===== src/rtl/csel_pkg.sv =====
package csel_pkg;
  localparam int ADDR_W   = 24;
  localparam int FINE_W   = 12;
  localparam int COARSE_W = 8;
  localparam int REG_W    = 32;
  localparam int WAIT_W   = 3;

  // field order is significant: it is the register bit layout, msb first
  typedef struct packed {
    logic [FINE_W-1:0] cmp;
    logic [2:0]        spare;
    logic              wide;
    logic [FINE_W-1:0] mask;
    logic              ro;
    logic [WAIT_W-1:0] wt;
  } sel_reg_t;

  typedef struct packed {
    logic [COARSE_W-1:0] cmp;
    logic [COARSE_W-1:0] mask;
  } grp_reg_t;

  localparam logic [REG_W-1:0] SEL_RST     = 32'h0001_0006;
  localparam logic [REG_W-1:0] KEEP_FINE   = 32'hFFF1_FFFF;
  localparam logic [REG_W-1:0] KEEP_COARSE = 32'hFF01_FF0F;
endpackage


===== src/rtl/csel_regfile.sv =====
module csel_regfile
  import csel_pkg::*;
#(
  parameter int N_GROUPS      = 4,
  parameter int SEL_PER_GRP   = 4,
  parameter int COARSE_GROUPS = 2,
  localparam int N_SEL        = N_GROUPS * SEL_PER_GRP,
  localparam int IDX_W        = $clog2(N_SEL + N_GROUPS)
) (
  input  logic                    clk,
  input  logic                    rst,
  input  logic                    we,
  input  logic [IDX_W-1:0]        idx,
  input  logic [REG_W-1:0]        wdata,
  output logic [REG_W-1:0]        rdata,
  output sel_reg_t [N_SEL-1:0]    sel_q,
  output grp_reg_t [N_GROUPS-1:0] grp_q
);
  for (genvar i = 0; i < N_SEL; i++) begin : g_sel
    localparam logic [REG_W-1:0] KEEP =
      ((i / SEL_PER_GRP) < COARSE_GROUPS) ? KEEP_COARSE : KEEP_FINE;
    sel_reg_t r;
    always_ff @(posedge clk) begin
      if (rst)                                r <= sel_reg_t'(SEL_RST);
      else if (we && idx == IDX_W'(i))        r <= sel_reg_t'(wdata & KEEP);
    end
    assign sel_q[i] = r;
  end

  for (genvar g = 0; g < N_GROUPS; g++) begin : g_grp
    grp_reg_t r;
    always_ff @(posedge clk) begin
      if (rst)                                r <= '0;
      else if (we && idx == IDX_W'(N_SEL + g)) r <= grp_reg_t'(wdata[2*COARSE_W-1:0]);
    end
    assign grp_q[g] = r;
  end

  logic [REG_W-1:0] rd_mux;
  always_comb begin
    rd_mux = '0;
    for (int i = 0; i < N_SEL; i++)
      if (idx == IDX_W'(i)) rd_mux = sel_q[i];
    for (int g = 0; g < N_GROUPS; g++)
      if (idx == IDX_W'(N_SEL + g)) rd_mux = {{(REG_W-2*COARSE_W){1'b0}}, grp_q[g]};
  end

  always_ff @(posedge clk) begin
    if (rst) rdata <= '0;
    else     rdata <= rd_mux;
  end
endmodule


===== src/rtl/csel_match.sv =====
module csel_match
  import csel_pkg::*;
#(
  parameter int N_GROUPS      = 4,
  parameter int SEL_PER_GRP   = 4,
  parameter int COARSE_GROUPS = 2,
  localparam int N_SEL        = N_GROUPS * SEL_PER_GRP
) (
  input  logic [ADDR_W-1:0]       addr,
  input  sel_reg_t [N_SEL-1:0]    sel_q,
  input  grp_reg_t [N_GROUPS-1:0] grp_q,
  output logic [N_SEL-1:0]        hit
);
  localparam logic [FINE_W-1:0] LOW_DC = {{COARSE_W{1'b0}}, {(FINE_W-COARSE_W){1'b1}}};

  logic [COARSE_W-1:0] a_hi;
  logic [FINE_W-1:0]   a_fine;
  logic [N_GROUPS-1:0] grp_hit;

  assign a_hi   = addr[ADDR_W-1 -: COARSE_W];
  assign a_fine = addr[ADDR_W-1 -: FINE_W];

  for (genvar g = 0; g < N_GROUPS; g++) begin : g_grp
    assign grp_hit[g] = ((a_hi ^ grp_q[g].cmp) & ~grp_q[g].mask) == '0;
  end

  for (genvar i = 0; i < N_SEL; i++) begin : g_sel
    localparam int G = i / SEL_PER_GRP;
    logic [FINE_W-1:0] dc;
    if (G < COARSE_GROUPS) begin : g_coarse
      assign dc = sel_q[i].mask | LOW_DC;
    end else begin : g_fine
      assign dc = sel_q[i].mask;
    end
    assign hit[i] = grp_hit[G] && (((a_fine ^ sel_q[i].cmp) & ~dc) == '0);
  end
endmodule


===== src/rtl/csel_prio.sv =====
module csel_prio #(
  parameter int N = 16
) (
  input  logic [N-1:0] req,
  output logic [N-1:0] grant,
  output logic         any
);
  // isolate the lowest set bit
  assign grant = req & (~req + N'(1));
  assign any   = |req;
endmodule


===== src/rtl/csel_decoder.sv =====
module csel_decoder
  import csel_pkg::*;
#(
  parameter int N_GROUPS      = 4,
  parameter int SEL_PER_GRP   = 4,
  parameter int COARSE_GROUPS = 2,
  localparam int N_SEL        = N_GROUPS * SEL_PER_GRP,
  localparam int IDX_W        = $clog2(N_SEL + N_GROUPS)
) (
  input  logic              clk,
  input  logic              rst,
  input  logic [ADDR_W-1:0] bus_addr,
  input  logic              bus_write,
  input  logic              bus_strobe,
  input  logic              reg_we,
  input  logic [IDX_W-1:0]  reg_addr,
  input  logic [REG_W-1:0]  reg_wdata,
  output logic [REG_W-1:0]  reg_rdata,
  output logic [N_SEL-1:0]  cs,
  output logic              no_sel,
  output logic              wide,
  output logic [WAIT_W-1:0] wait_cnt,
  output logic              bus_err
);
  sel_reg_t [N_SEL-1:0]    sel_q;
  grp_reg_t [N_GROUPS-1:0] grp_q;
  logic [N_SEL-1:0]        hit, grant;
  logic                    any_hit;

  csel_regfile #(.N_GROUPS(N_GROUPS), .SEL_PER_GRP(SEL_PER_GRP),
                 .COARSE_GROUPS(COARSE_GROUPS)) u_regs (
    .clk(clk), .rst(rst), .we(reg_we), .idx(reg_addr), .wdata(reg_wdata),
    .rdata(reg_rdata), .sel_q(sel_q), .grp_q(grp_q)
  );

  csel_match #(.N_GROUPS(N_GROUPS), .SEL_PER_GRP(SEL_PER_GRP),
               .COARSE_GROUPS(COARSE_GROUPS)) u_match (
    .addr(bus_addr), .sel_q(sel_q), .grp_q(grp_q), .hit(hit)
  );

  csel_prio #(.N(N_SEL)) u_prio (.req(hit), .grant(grant), .any(any_hit));

  logic              win_ro, win_wide;
  logic [WAIT_W-1:0] win_wt;
  always_comb begin
    win_ro   = 1'b0;
    win_wide = 1'b0;
    win_wt   = '0;
    for (int i = 0; i < N_SEL; i++) begin
      win_ro   = win_ro   | (grant[i] & sel_q[i].ro);
      win_wide = win_wide | (grant[i] & sel_q[i].wide);
      win_wt   = win_wt   | ({WAIT_W{grant[i]}} & sel_q[i].wt);
    end
  end

  logic strobe_q;
  logic wr_fault;
  assign wr_fault = any_hit && win_ro && bus_write;

  always_ff @(posedge clk) begin
    if (rst) begin
      strobe_q <= 1'b1;   // a strobe already high at reset release is not a new access
      cs       <= '0;
      no_sel   <= 1'b0;
      wide     <= 1'b0;
      wait_cnt <= '0;
      bus_err  <= 1'b0;
    end else begin
      strobe_q <= bus_strobe;
      if (!bus_strobe) begin
        cs       <= '0;
        no_sel   <= 1'b0;
        wide     <= 1'b0;
        wait_cnt <= '0;
        bus_err  <= 1'b0;
      end else if (!strobe_q) begin
        cs       <= wr_fault ? '0 : grant;
        no_sel   <= !any_hit;
        wide     <= win_wide;
        wait_cnt <= win_wt;
        bus_err  <= wr_fault;
      end
    end
  end
endmodule


===== config.mk =====
export PLATFORM = sky130hd
export DESIGN_NAME = csel_decoder
export DESIGN_NICKNAME = d
export VERILOG_FILES = /design/src/rtl/csel_pkg.sv /design/src/rtl/csel_regfile.sv /design/src/rtl/csel_match.sv /design/src/rtl/csel_prio.sv /design/src/rtl/csel_decoder.sv
export SDC_FILE = /design/constraint.sdc
export NUM_CORES = 1
export LEC_CHECK = 0
export ABC_AREA = 1
export CORE_UTILIZATION = 30
export CTS_CLUSTER_DIAMETER = 150
export DETAILED_ROUTE_END_ITERATION = 7
export MAX_ROUTING_LAYER = met4
export PLACE_DENSITY = 0.47
export SLEW_MARGIN = 20
export SYNTH_ARGS = -nofsm -noshare
export SYNTH_HDL_FRONTEND = slang
export SYNTH_HIERARCHICAL = 1
export SYNTH_SLANG_ARGS = --single-unit

===== constraint.sdc =====
create_clock -name clk -period 3.6 [get_ports clk]
set_input_delay 0.72 -clock clk [delete_from_list [all_inputs] [get_ports clk]]
set_output_delay 0.72 -clock clk [all_outputs]
set_load 0.01 [all_outputs]

# Word-level counts from Yosys, hierarchy flattened
# Cells that the tools add are included.
# W data, S select, Z words.
dict set report totals {
  reg_bits 519
  inputBits 66
  out_inout_bits 54
  word_cells 356
}
dict set report op_classes {
  addsub 1
  n_eq_ne 19
  n_mux 21
  bitwise 156
  n_reduce_logical 63
}
# op count
set op_table {}
lappend op_table {{$mux W32} 16}
lappend op_table {{$and A12 B12 Y12} 16}
lappend op_table {{$logic_not A12 Y1} 16}
lappend op_table {{$not A12 Y12} 16}
lappend op_table {{$xor A12 B12 Y12} 16}
lappend op_table {{$mux W16} 5}
lappend op_table {{$and A3 B3 Y3} 16}
lappend op_table {{$or A3 B3 Y3} 15}
lappend op_table {{$eq A5 B4 Y1 const B} 8}
lappend op_table {{$logic_and A1 B1 Y1} 38}
lappend op_table {{$and A1 B1 Y1} 32}
lappend op_table {{$and A8 B8 Y8} 4}
lappend op_table {{$logic_not A8 Y1} 4}
lappend op_table {{$not A8 Y8} 4}
lappend op_table {{$xor A8 B8 Y8} 4}
lappend op_table {{$or A1 B1 Y1} 30}
lappend op_table {{$eq A5 B3 Y1 const B} 4}
lappend op_table {{$eq A5 B5 Y1 const B} 4}
lappend op_table {{$add A16 B1 Y16 const B} 1}
lappend op_table {{$and A16 B16 Y16} 1}
lappend op_table {{$not A16 Y16} 1}
lappend op_table {{$reduce_or A16 Y1} 1}
lappend op_table {{$eq A5 B2 Y1 const B} 2}
lappend op_table {{$eq A5 B1 Y1 const B} 1}
lappend op_table {{5 further kinds} 5}

# Longest topological paths before layout
dict set report logic_depth {
  ltp_word 26
  ltp_mapped 22
  depth_no_buf 19
}

# By module
# The synthesis kept the hierarchy.
# mod instances cells_per_inst area_each_um2 seq_area_each_um2
set by_module_without_submodules {}
lappend by_module_without_submodules {csel_regfile 1 2987 21110.2 9869.5}
lappend by_module_without_submodules {csel_match 1 1016 4230.3 0.0}
lappend by_module_without_submodules {csel_decoder 1 244 1408.9 460.4}
lappend by_module_without_submodules {csel_prio 1 67 289.0 0.0}

# Worst setup path after synthesis
# No wires, ideal clock.
dict set report synth_timing {
  path_type {input to register}
  start {input port bus_addr[16]}
  end {register cs[6]}
  setup_time_ps 119
  arrival_ps 2680
  required_ps 3481
  path_slack_ps 802
  cell_stages 19
  path_buffers 3
  cell_sequence {buf_2 -> buf_4 -> a21oi_1 -> o21ai_0 -> nand2_1 -> nor2_1 -> nand2_1 -> nor2_1 -> nor2_4 -> nand2_2 -> nor3_1 -> nand2_1 -> nand2_1 -> nor2_1 -> nand2_1 -> o21ai_2 -> inv_2 -> buf_6 -> nor2_2}
}
dict set report synth_between {
  word_cells_on_any_way 114
  cone_classes {1 x add/sub; 1 x mux; 73 x bitwise; 39 x reduce/logical}
}
# element line
set synth_lines {}
lappend synth_lines {{from (decl)} csel_decoder.sv:12} ;# input logic [ADDR_W-1:0] bus_addr,
lappend synth_lines {{$xor A12 B12 Y12 / $xor A8 B8 Y8 (equally long branches)} {csel_match.sv:35, csel_match.sv:24}}
lappend synth_lines {{$and A12 B12 Y12 / $and A8 B8 Y8 (equally long branches)} {csel_match.sv:35, csel_match.sv:24}}
lappend synth_lines {{$logic_not A12 Y1 / $logic_not A8 Y1 (equally long branches)} {csel_match.sv:35, csel_match.sv:24}}
lappend synth_lines {{$logic_and A1 B1 Y1 (*)} csel_match.sv:35} ;# assign hit[i] = grp_hit[G] && (((a_fine ^ sel_q[i].cmp) & ~dc) == '0);
lappend synth_lines {{named net hit[0]} csel_decoder.sv:27} ;# logic [N_SEL-1:0] hit, grant;
lappend synth_lines {{$not A16 Y16 (*)} csel_prio.sv:9} ;# assign grant = req & (~req + N'(1));
lappend synth_lines {{$add A16 B1 Y16 (*)} csel_prio.sv:9}
lappend synth_lines {{$and A16 B16 Y16 (*)} csel_prio.sv:9}
lappend synth_lines {{named net grant[8]} csel_decoder.sv:27}
lappend synth_lines {{$and A1 B1 Y1 (*)} csel_decoder.sv:50} ;# win_ro = win_ro | (grant[i] & sel_q[i].ro);
lappend synth_lines {{$or A1 B1 Y1 (*) (8 in a row)} csel_decoder.sv:50}
lappend synth_lines {{$logic_and A1 B1 Y1 (*) (2 in a row)} csel_decoder.sv:58} ;# assign wr_fault = any_hit && win_ro && bus_write;
lappend synth_lines {{$mux W16 (*)} csel_decoder.sv:77} ;# cs <= wr_fault ? '0 : grant;
lappend synth_lines {{to (signal assigned)} csel_decoder.sv:77}
lappend synth_lines {{to (decl)} csel_decoder.sv:19} ;# output logic [N_SEL-1:0] cs,
# The timed path passes the listed nets; every way through them passes the cells marked *.
# A chain may end at the register's enable or synchronous reset.

# Final worst setup path
dict set report layout_timing {
  start {input port bus_addr[20]}
  end {register cs[2]}
}
dict set report layout_between {
  word_cells_on_any_way 114
  cone_classes {1 x add/sub; 1 x mux; 73 x bitwise; 39 x reduce/logical}
}
# element line
set layout_lines {}
lappend layout_lines {{$xor A12 B12 Y12 / $xor A8 B8 Y8 (equally long branches)} {csel_match.sv:35, csel_match.sv:24}}
lappend layout_lines {{$and A12 B12 Y12 / $and A8 B8 Y8 (equally long branches)} {csel_match.sv:35, csel_match.sv:24}}
lappend layout_lines {{$logic_not A12 Y1 / $logic_not A8 Y1 (equally long branches)} {csel_match.sv:35, csel_match.sv:24}}
lappend layout_lines {{$logic_and A1 B1 Y1 (*)} csel_match.sv:35}
lappend layout_lines {{named net hit[2]} csel_decoder.sv:27}
lappend layout_lines {{$not A16 Y16 (*)} csel_prio.sv:9}
lappend layout_lines {{$add A16 B1 Y16 (*)} csel_prio.sv:9}
lappend layout_lines {{$and A16 B16 Y16 (*)} csel_prio.sv:9}
lappend layout_lines {{named net grant[7]} csel_decoder.sv:27}
lappend layout_lines {{$and A1 B1 Y1 (*)} csel_decoder.sv:50}
lappend layout_lines {{$or A1 B1 Y1 (*) (9 in a row)} csel_decoder.sv:50}
lappend layout_lines {{$logic_and A1 B1 Y1 (*) (2 in a row)} csel_decoder.sv:58}
lappend layout_lines {{$mux W16 (*)} csel_decoder.sv:77}
# Marked as above.

==> flow_summary.toml <==
[floorplan]
core_sq_um = 86620
die_height_um = 297.5
row_count = 108
io_pins = 120
die_w_um = 297.5
dieArea_sq_um = 88510
initial_core_util_pct = 30.24

[setup_path]
path_max_fanout = 16
cp_slowest_stage_delay_ns = 0.44
crit_path_end_kind = "register"
slowest_stage = "clkdlybuf4s50_1"
crit_path_cell_trace = "clkdlybuf4s50_1 -> buf_12 -> inv_1 -> nand2_1 -> nand3b_1 -> nand2_1 -> nor2_1 -> buf_4 -> nand2_1 -> buf_4 -> nor2_1 -> inv_1 -> nand2_2 -> nor3_1 -> nand2_1 -> nand2_1 -> nor2_1 -> nand2_1 -> o21ai_2 -> inv_2 -> nor2_1"
crit_path_frequent_cell = "nand2_1"
cp-start-kind = "primary input"
crit_arrival_ns = 3.81
critPathKind = "primary input to register"
crit_required_ns = 4.14
path_buf_inv = 7
critical-path-top-delay-family = "simple AND/OR/NAND/NOR gates"
cp.depth = 21
r2r_cells = 19

[cells_and_area]
nets = 4431
drive_gt1_share_pct = 10.11
syn2layout_area_growth_pct = 21.79
final_cells = 5566

[sta]
finalCriticalPeriod_ns = 3.273
drv_slew = 0
rsz0062_at_grt = "false"
worst_slew_pin_slew_ns = 1.112
timing.final.crit_share_pct = 90.90
worst_hold_slack_ns = 0.4569
skew_ns = 0.02391
final-setup-viol-count = 0
maxSlewHeadroom_pct = 25.65
tns_ns = 0
fmaxAchievable_ghz = 0.3056
finalHoldViolCount = 0

[clock_network]
clk_latency_ns = 0.62
cts_tree = "done"
cts_hold_buf = 0
clockBufferDepth = 3
clk_pin_slew_ns = 0.06
cts-root-buf = "clkbuf_16"
cts_setup_buffers = 0
cts_sinks = 516
cts.repair.resized = 0
htree_levels = 3
cts_buffers = 66

[placed_design]
dp.cells = 5452
gp_congestion = 0.9162
io_buffers = 101
place.detailed.hpwl_um = 76590

[drt]
wl_per_cell_um = 18.78
post-route-drc-count = 0
wl_um = 104500
drt_first_pass_iters = 5
ant_nets = 0
vias = 26845
vias_per_cell = 4.823
drt_iter0_markers = 2283

[global_routing]
globalRouteOverflowTotal = 0
grt_usage_pct = 23.96
grt_max_degree = 94
grt_pass1_wl_um = 157700
grt_pass1_vias = 24847
antenna_found_initial = 2

[power]
power_density_nw_per_um2 = 427.6
irDropWorstVdd_v = 0.0003673
power_w = 0.01364
leakage_nw = 13.41

[worst_hold_path]
min_path_type = "register to register"
hold_depth = 2

[synth]
yosysWarnings = 6
syn_inst = 4202
syn-cell-area_sq_um = 26200
syn_avg_cell_area_sq_um = 6.235

[outcome]
status = "completed"

[run]
drv_cap = 0
[worst min-delay path, cell delays in order, from the launching register on]
cell and delay, ns:
dfxtp_1 0.32, inv_1 0.05, a21oi_1 0.05
[path summary, 6_finish.rpt]
kind                     start                 to  slack [ns]
max               bus_addr[20]              cs[2]        0.33
max reg2reg   u_regs/grp_q[13]              cs[2]        0.72
min          u_regs/sel_q[357]  u_regs/sel_q[357]        0.46
min reg2reg  u_regs/sel_q[357]  u_regs/sel_q[357]        0.46
[placed cells by master, fill, tap and decap left out, types with 21 or more instances in the layout]
cell	count
o21ai_0	452
nand2_1	977
nor2_2	35
buf_12	32
clkbuf_1	21
nand3_1	178
buf_4	219
clkbuf_16	68
nand4_1	73
nand3b_1	37
clkdlybuf4s50_1	97
dfxtp_1	516
inv_2	30
a21oi_1	251
inv_1	354
nor2_1	928
[area by class of cell]
cell class / count / area [sq um]
fill: 9431 / 54710
multi-input combinational: 3039 / 13260
sequential: 516 / 10330
timing repair buffer: 352 / 3276
clock buffer: 103 / 1973
inverter: 390 / 1473
tap: 1155 / 1445
clock inverter: 10 / 145.1
antenna: 1 / 2.502
[state kept, by name, indices dropped and copies added (netlist names)]
name          count
u_regs/sel_q    400
u_regs/grp_q     64
u_regs/rdata     29
cs               16
wait_cnt          3
bus_err           1
no_sel            1
strobe_q          1
wide              1
[per-layer routing]
metal  up-vias  global-route usage, %  wire, um
met5         -                      -         0
met4         0                  5.572      2129
met3       122                  2.826      5112
met2       667                  36.53     46180
met1     12437                  33.61     51120
li1      13619                      -         -
[report_power, final]
part	switching (W)	internal [W]	leakage [nW]
registers	0.0000630	0.00580	4.17
logic	0.000769	0.000395	8.21
clock network	0.00271	0.00391	1.03
[through the flow]
step / area, sq um / worst slack [ns] / utilization (%)
after detailed placement: 29780 / -0.2091 / 34.39
after global routing: 31910 / 0.1093 / 36.83
after global placement: 29790 / -0.2157 / 34.39
after floorplan: 26210 / 0.8016 / -
final: 31910 / 0.3275 / 36.83
after CTS: 31900 / 0.4259 / 36.83
Power figures use the tool's default switching activity.
